[src/rtl/atr_gpio_pkg.sv]
package atr_gpio_pkg;
  typedef enum logic [2:0] {
    K_OUT  = 3'd0,
    K_DIR  = 3'd1,
    K_MASK = 3'd2,
    K_TXV  = 3'd3,
    K_RXV  = 3'd4,
    K_RCK  = 3'd5,
    K_CTRL = 3'd6,
    K_DLY  = 3'd7
  } reg_kind_e;
endpackage

[src/rtl/atr_pin_sync.sv]
module atr_pin_sync #(
  parameter int W = 16
) (
  input  logic         clk_i,
  input  logic         rst_ni,
  input  logic [W-1:0] d_i,
  output logic [W-1:0] q_o
);
  logic [W-1:0] s1_q, s2_q;
  always_ff @(posedge clk_i or negedge rst_ni) begin
    if (!rst_ni) begin
      s1_q <= '0;
      s2_q <= '0;
    end else begin
      s1_q <= d_i;
      s2_q <= s1_q;
    end
  end
  assign q_o = s2_q;
endmodule

[src/rtl/atr_tr_timer.sv]
module atr_tr_timer #(
  parameter int DLY_W = 8
) (
  input  logic             clk_i,
  input  logic             rst_ni,
  input  logic             fifo_nempty_i,
  input  logic [DLY_W-1:0] rise_dly_i,
  input  logic [DLY_W-1:0] fall_dly_i,
  output logic             tr_o
);
  logic [DLY_W-1:0] cnt_q, lim;
  logic             tr_q;

  assign lim = tr_q ? fall_dly_i : rise_dly_i;

  // count only while input disagrees with state; any agreement restarts the count
  always_ff @(posedge clk_i or negedge rst_ni) begin
    if (!rst_ni) begin
      cnt_q <= '0;
      tr_q  <= 1'b0;
    end else if (fifo_nempty_i == tr_q) begin
      cnt_q <= '0;
    end else if (cnt_q >= lim) begin
      cnt_q <= '0;
      tr_q  <= ~tr_q;
    end else begin
      cnt_q <= cnt_q + 1'b1;
    end
  end

  assign tr_o = tr_q;
endmodule

[src/rtl/atr_refclk_div.sv]
module atr_refclk_div #(
  parameter int DIV_W = 7
) (
  input  logic             clk_i,
  input  logic             rst_ni,
  input  logic             en_i,
  input  logic [DIV_W-1:0] div_i,
  output logic             clk_o
);
  logic [DIV_W-1:0] cnt_q, lim;
  logic             clk_q;

  assign lim = (div_i == '0) ? DIV_W'(1) : div_i;

  always_ff @(posedge clk_i or negedge rst_ni) begin
    if (!rst_ni) begin
      cnt_q <= '0;
      clk_q <= 1'b0;
    end else if (!en_i) begin
      cnt_q <= '0;
      clk_q <= 1'b0;
    end else if (cnt_q >= lim) begin
      cnt_q <= '0;
      clk_q <= ~clk_q;
    end else begin
      cnt_q <= cnt_q + 1'b1;
    end
  end

  assign clk_o = clk_q;
endmodule

[src/rtl/atr_bank.sv]
module atr_bank #(
  parameter int BANK_W = 16,
  parameter int DIV_W  = 7
) (
  input  logic              clk_i,
  input  logic              rst_ni,
  input  logic              we_out_i,
  input  logic              we_dir_i,
  input  logic              we_msk_i,
  input  logic              we_txv_i,
  input  logic              we_rxv_i,
  input  logic              we_rck_i,
  input  logic [BANK_W-1:0] wval_i,
  input  logic [BANK_W-1:0] wmsk_i,
  input  logic              atr_en_i,
  input  logic              tr_i,
  output logic [BANK_W-1:0] pin_o,
  output logic [BANK_W-1:0] oe_o
);
  logic [BANK_W-1:0] out_q, dir_q, msk_q, txv_q, rxv_q;
  logic              rck_en_q;
  logic [DIV_W-1:0]  rck_div_q;
  logic              rck;
  logic [BANK_W-1:0] atr_val, mixed;

  always_ff @(posedge clk_i or negedge rst_ni) begin
    if (!rst_ni) begin
      out_q     <= '0;
      dir_q     <= '0;
      msk_q     <= '0;
      txv_q     <= '0;
      rxv_q     <= '0;
      rck_en_q  <= 1'b0;
      rck_div_q <= '0;
    end else begin
      if (we_out_i) out_q <= (out_q & ~wmsk_i) | (wval_i & wmsk_i);
      if (we_dir_i) dir_q <= (dir_q & ~wmsk_i) | (wval_i & wmsk_i);
      if (we_msk_i) msk_q <= wval_i;
      if (we_txv_i) txv_q <= wval_i;
      if (we_rxv_i) rxv_q <= wval_i;
      if (we_rck_i) begin
        rck_en_q  <= wval_i[DIV_W];
        rck_div_q <= wval_i[DIV_W-1:0];
      end
    end
  end

  atr_refclk_div #(.DIV_W(DIV_W)) u_div (
    .clk_i (clk_i),
    .rst_ni(rst_ni),
    .en_i  (rck_en_q),
    .div_i (rck_div_q),
    .clk_o (rck)
  );

  always_comb begin
    atr_val = tr_i ? txv_q : rxv_q;
    mixed   = atr_en_i ? ((out_q & ~msk_q) | (atr_val & msk_q)) : out_q;
    pin_o   = {mixed[BANK_W-1:1], rck_en_q ? rck : mixed[0]};
  end

  assign oe_o = dir_q;
endmodule

[src/rtl/atr_gpio_ctrl.sv]
module atr_gpio_ctrl
  import atr_gpio_pkg::*;
#(
  parameter  int NUM_BANKS = 4,
  parameter  int BANK_W    = 16,
  parameter  int DLY_W     = 8,
  parameter  int DIV_W     = 7,
  localparam int BANK_AW   = $clog2(NUM_BANKS),
  localparam int ADDR_W    = BANK_AW + 3,
  localparam int DATA_W    = 2 * BANK_W,
  localparam int PIN_W     = NUM_BANKS * BANK_W
) (
  input  logic              clk_i,
  input  logic              rst_ni,
  input  logic              bus_we_i,
  input  logic [ADDR_W-1:0] bus_addr_i,
  input  logic [DATA_W-1:0] bus_wdata_i,
  output logic [DATA_W-1:0] bus_rdata_o,
  input  logic              tx_fifo_nempty_i,
  input  logic [PIN_W-1:0]  pin_i,
  output logic [PIN_W-1:0]  pin_o,
  output logic [PIN_W-1:0]  pin_oe_o,
  output logic              tx_state_o
);
  reg_kind_e          kind;
  logic [BANK_AW-1:0] bsel;
  logic [BANK_W-1:0]  wval, wmsk;
  logic               atr_en_q;
  logic [DLY_W-1:0]   rise_q, fall_q;
  logic               tr;
  logic [PIN_W-1:0]   pin_sync;

  assign kind = reg_kind_e'(bus_addr_i[ADDR_W-1:BANK_AW]);
  assign bsel = bus_addr_i[BANK_AW-1:0];
  assign wval = bus_wdata_i[BANK_W-1:0];
  assign wmsk = bus_wdata_i[DATA_W-1:BANK_W];

  // global controls ignore the bank field
  always_ff @(posedge clk_i or negedge rst_ni) begin
    if (!rst_ni) begin
      atr_en_q <= 1'b0;
      rise_q   <= '0;
      fall_q   <= '0;
    end else if (bus_we_i) begin
      if (kind == K_CTRL) atr_en_q <= bus_wdata_i[0];
      if (kind == K_DLY) begin
        rise_q <= bus_wdata_i[DLY_W-1:0];
        fall_q <= bus_wdata_i[2*DLY_W-1:DLY_W];
      end
    end
  end

  atr_tr_timer #(.DLY_W(DLY_W)) u_tr (
    .clk_i        (clk_i),
    .rst_ni       (rst_ni),
    .fifo_nempty_i(tx_fifo_nempty_i),
    .rise_dly_i   (rise_q),
    .fall_dly_i   (fall_q),
    .tr_o         (tr)
  );

  for (genvar b = 0; b < NUM_BANKS; b++) begin : g_bank
    logic hit;
    assign hit = bus_we_i && (bsel == BANK_AW'(b));
    atr_bank #(.BANK_W(BANK_W), .DIV_W(DIV_W)) u_bank (
      .clk_i   (clk_i),
      .rst_ni  (rst_ni),
      .we_out_i(hit && kind == K_OUT),
      .we_dir_i(hit && kind == K_DIR),
      .we_msk_i(hit && kind == K_MASK),
      .we_txv_i(hit && kind == K_TXV),
      .we_rxv_i(hit && kind == K_RXV),
      .we_rck_i(hit && kind == K_RCK),
      .wval_i  (wval),
      .wmsk_i  (wmsk),
      .atr_en_i(atr_en_q),
      .tr_i    (tr),
      .pin_o   (pin_o[b*BANK_W +: BANK_W]),
      .oe_o    (pin_oe_o[b*BANK_W +: BANK_W])
    );
  end

  atr_pin_sync #(.W(PIN_W)) u_sync (
    .clk_i (clk_i),
    .rst_ni(rst_ni),
    .d_i   (pin_i),
    .q_o   (pin_sync)
  );

  assign bus_rdata_o = {{BANK_W{1'b0}}, pin_sync[bsel*BANK_W +: BANK_W]};
  assign tx_state_o  = tr;
endmodule

[config.mk]
export PLATFORM = sky130hd
export DESIGN_NAME = atr_gpio_ctrl
export DESIGN_NICKNAME = d
export VERILOG_FILES = /design/src/rtl/atr_gpio_pkg.sv /design/src/rtl/atr_pin_sync.sv /design/src/rtl/atr_tr_timer.sv /design/src/rtl/atr_refclk_div.sv /design/src/rtl/atr_bank.sv /design/src/rtl/atr_gpio_ctrl.sv
export SDC_FILE = /design/constraint.sdc
export NUM_CORES = 1
export LEC_CHECK = 0
export BUFFER_PORTS_ARGS = -buffer_cell sky130_fd_sc_hd__buf_4
export CAP_MARGIN = 20
export CORE_MARGIN = 2
export CORE_UTILIZATION = 45
export CTS_BUF_LIST = sky130_fd_sc_hd__clkbuf_2
export DETAILED_ROUTE_END_ITERATION = 16
export GPL_TIMING_DRIVEN = 0
export PLACE_DENSITY_LB_ADDON = 0.05
export SETUP_SLACK_MARGIN = 0.02
export SLEW_MARGIN = 20
export SYNTH_ARGS = -nofsm -noshare
export SYNTH_HDL_FRONTEND = slang
export SYNTH_SLANG_ARGS = --single-unit
export TNS_END_PERCENT = 30
[constraint.sdc]
create_clock -name clk_i -period 3 [get_ports clk_i]
set_input_delay 0.3 -clock clk_i [delete_from_list [all_inputs] [get_ports clk_i]]
set_output_delay 0.3 -clock clk_i [all_outputs]
set_load 0.01 [all_outputs]
==> impl_results.md <==
- Final ANT Viol Nets: 0
- Crit start category: flip-flop
- Clock Pin Slew Worst Setup and Hold Paths: 0.12 ns
- Placed insts: between 2000 and 3000
- Drc violations: 0
- Post-Route Setup TNS: -0.0213 ns
- H-tree levels: 4
- R2R depth: 8
- Final Hold Vio Count: 0
- Failing checks: setup timing
- Critical path class: flip-flop to primary output
- Initial Util: 0.458
- Yosys warns: 0
- R2R setup slack: 0.20 ns
- Grt ovf: 0
- Largest cells by area after synthesis: dfrtp_1 60%, mux2_2 15%, mux2i_1 3.2%
- Mapped Cells: 1670
- Cell area after synthesis: 0.0225 mm2
- Post-DR wirelength/cell: 20.8 um
- Switching fraction of total power: 0.314
- Synth Register Bits: 538
- Post-Layout Cell Count: roughly 3100
- Initial DRC count: between 700 and 800
- CP arrival: 2.71 ns
- Synth top area share: 0.598
- Die extent in y: 228 um
- Sw power: 6.02 mW
- Via count: 15694
- Post-DP HPWL: 40.9 mm
- Slew margin rel.: 0.228
- DRT Wirelength: 63.9 mm
- Flop pwr share: 0.464
- GPL Wtd Cong: 0.783
- Final nets: approximately 2400
- Post-synth EDFFs: 0
- Leakage dissipation: 14.1 nW
- Die width: 228 um
- Crit path time final: between 3 and 4 ns
- Vias per Instance: 5.12
- RSZ-0062 raised after global routing: yes
- Reg2reg end: u_tr.cnt_q[1]$_DFF_PN0_
- Worst r2r src: u_tr.tr_o$_DFFE_PN0P_
- VDD IR-drop max: 401 uV
- Avg Cell Area, Syn: 13.5 um2
- Fin worst setup slack: -0.0110 ns
- Commonest non-fill, non-tap cell in the layout: dfrtp_1
- CTS Buf Count: roughly 150
- Final Cycle Share: 1.00
- CTS tree: done
- Post-synthesis sequential area ratio: 0.598
- Max Slew Vio Count: 0
- Worst Setup SP: u_tr.tr_o$_DFFE_PN0P_
- Pwr/cell area: 652 mW/mm2
- I/O Buffers: 230
- Worst Path Max Fanout: 10
- P_int: between 10 and 15 mW
- Vias in the first global route: 16533
- Main flop type after synthesis: dfrtp_1
- Post-synth top area cell: dfrtp_1
- Asr flop ratio synth: 1.00
- Share of cells above drive strength 1: 0.410
- Clock sinks: between 500 and 600
- Clk pwr share: 0.287
- Most frequent cells in the layout: 537 x dfrtp_1, 307 x mux2_2, 250 x buf_4
- Worst slew pin tran: 1.16 ns
- Largest net degree at the start of global routing: 101
- Initial antenna violation count: 4
- Ports: roughly 270
- Synth cell types: 47
- Status: finished with violations
- Final Setup Violations: 2
- Row cnt: 81
- First-pass GRT wire length: 96.1 mm
- Fmax: 332 MHz
- Max Cap Viol: 0
- Clock Latency Late Sink: ~1.3 ns
- Final Skew: between 0.05 and 0.06 ns
- Logic gate share of total power: 0.249
- Die area: a little over 0.05 mm2
- Hold depth: 4
- Hold Path Class: input port to flip-flop
- CORE AREA: around 0.049 mm2
- Layout area overhead: 30.9%
- CTS Buffer Depth: 3
- Hold path startpoint: bus_wdata_i[31]
- Clock root buffer: clkbuf_2
- GRT Total Usage: 0.254
- Crit end category: primary output
- DR pass1 iterations: 5
- Worst path required time: 2.70 ns
- Dpl ws: -0.0457 ns
- Filler cells: 4132
-- how the worst max path moves through the flow --
| stage | endpoint | slack [ns] | cells past startpoint |
|---|---|---|---|
| 6_report | pin_o[7] | -0.01 | 5 |
| 5_1_grt | pin_o[62] | -0.15 | 5 |
| 3_5_place_dp | u_tr.cnt_q[5]$_DFF_PN0_ | -0.05 | 8 |
| 4_1_cts | pin_o[37] | -0.16 | 5 |
| 3_3_place_gp | u_sync.s1_q[23]$_DFF_PN0_ | -4.10 | 1 |
| 2_1_floorplan | u_tr.tr_o$_DFFE_PN0P_ | 0.32 | 8 |
-- stage by stage --
stage	utilization	hold slack (ns)	total power, mW	area [um2]
2_1_floorplan	-	0.00441	11.3	22600
3_3_place_gp	0.511	0.332	12.9	25100
3_5_place_dp	0.515	0.285	13.1	25300
4_1_cts	0.597	0.00183	19.3	29300
5_1_grt	0.599	0.0931	20.4	29500
6_report	0.599	0.144	19.2	29500
-- metal layers --
layer / vias up / wire length [um] / GRT usage
met5: - / 27 / 0
met2: 355 / 32600 / 0.434
met4: 4 / 1410 / 0.0951
met1: 8067 / 26800 / 0.312
li1: 7175 / - / -
met3: 93 / 3080 / 0.0631
-- cells by family (layout without fill, tap and decap cells) --
group	count (synthesis)	count (layout)	synth area share
flip-flops	538	538	0.598
adder cells (fa/ha/maj)	41	41	0.0228
XOR/XNOR	27	27	0.0105
multiplexers	438	438	0.228
AND/OR/NAND/NOR	285	285	0.0580
buffers and inverters	154	870	0.0337
AO/OA/AOI/OAI	186	186	0.0486
other	1	18	0.000167
-- worst max-delay path, cell delays in order, from the launching register on --
cell       delay [ns]
dfrtp_2          0.48
clkbuf_16        0.20
buf_8            0.17
mux2i_2          0.16
a31oi_2          0.26
buf_4            0.18
-- power by group through the flow --
stage          registers, mW  clock network (mW)  logic [mW]
2_1_floorplan           8.88                   0        2.40
3_3_place_gp            8.95                   0        3.97
3_5_place_dp            8.99                   0        4.07
4_1_cts                 8.88                5.69        4.68
5_1_grt                 9.04                6.13        5.18
6_report                8.91                5.50        4.78
-- cell type report --
type / instances / area (um2) / area share
flip-flops and latches: 538 / 13500 / 0.457
plain buffers: 119 / 787 / 0.0267
repair buffers: 459 / 4160 / 0.141
diodes: 2 / 5.00 / 0.000170
multi-input cells: 993 / 8670 / 0.294
inverters: 35 / 131 / 0.00446
clock buffers: 226 / 1130 / 0.0384
well taps: 664 / 831 / 0.0282
clock inverters: 31 / 278 / 0.00943
-- Yosys cell counts (13+ instances only) --
cell / n
a21oi_1: 67
a31oi_1: 64
buf_2: 33
buf_4: 19
clkbuf_1: 52
dfrtp_1: 538
ha_1: 41
inv_1: 35
mux2_1: 14
mux2_2: 307
mux2_4: 30
mux2i_1: 71
mux4_2: 16
nand2_1: 170
nand3_1: 14
nor2_1: 47
o21ai_0: 25
xnor2_1: 14
xor2_1: 13
-- repair_timing --
| action | CTS | global route |
|---|---|---|
| endpoints found under the setup margin | 73 | 63 |
| gates resized for setup | 90 | 25 |
| hold buffers | 221 | 0 |
| endpoints found under the hold margin | 979 | 0 |
| pin swaps | 5 | 6 |
| setup buffers | 1 | 0 |
| cloned | 0 | 1 |
No activity file was read; power rests on OpenSTA's default activity.
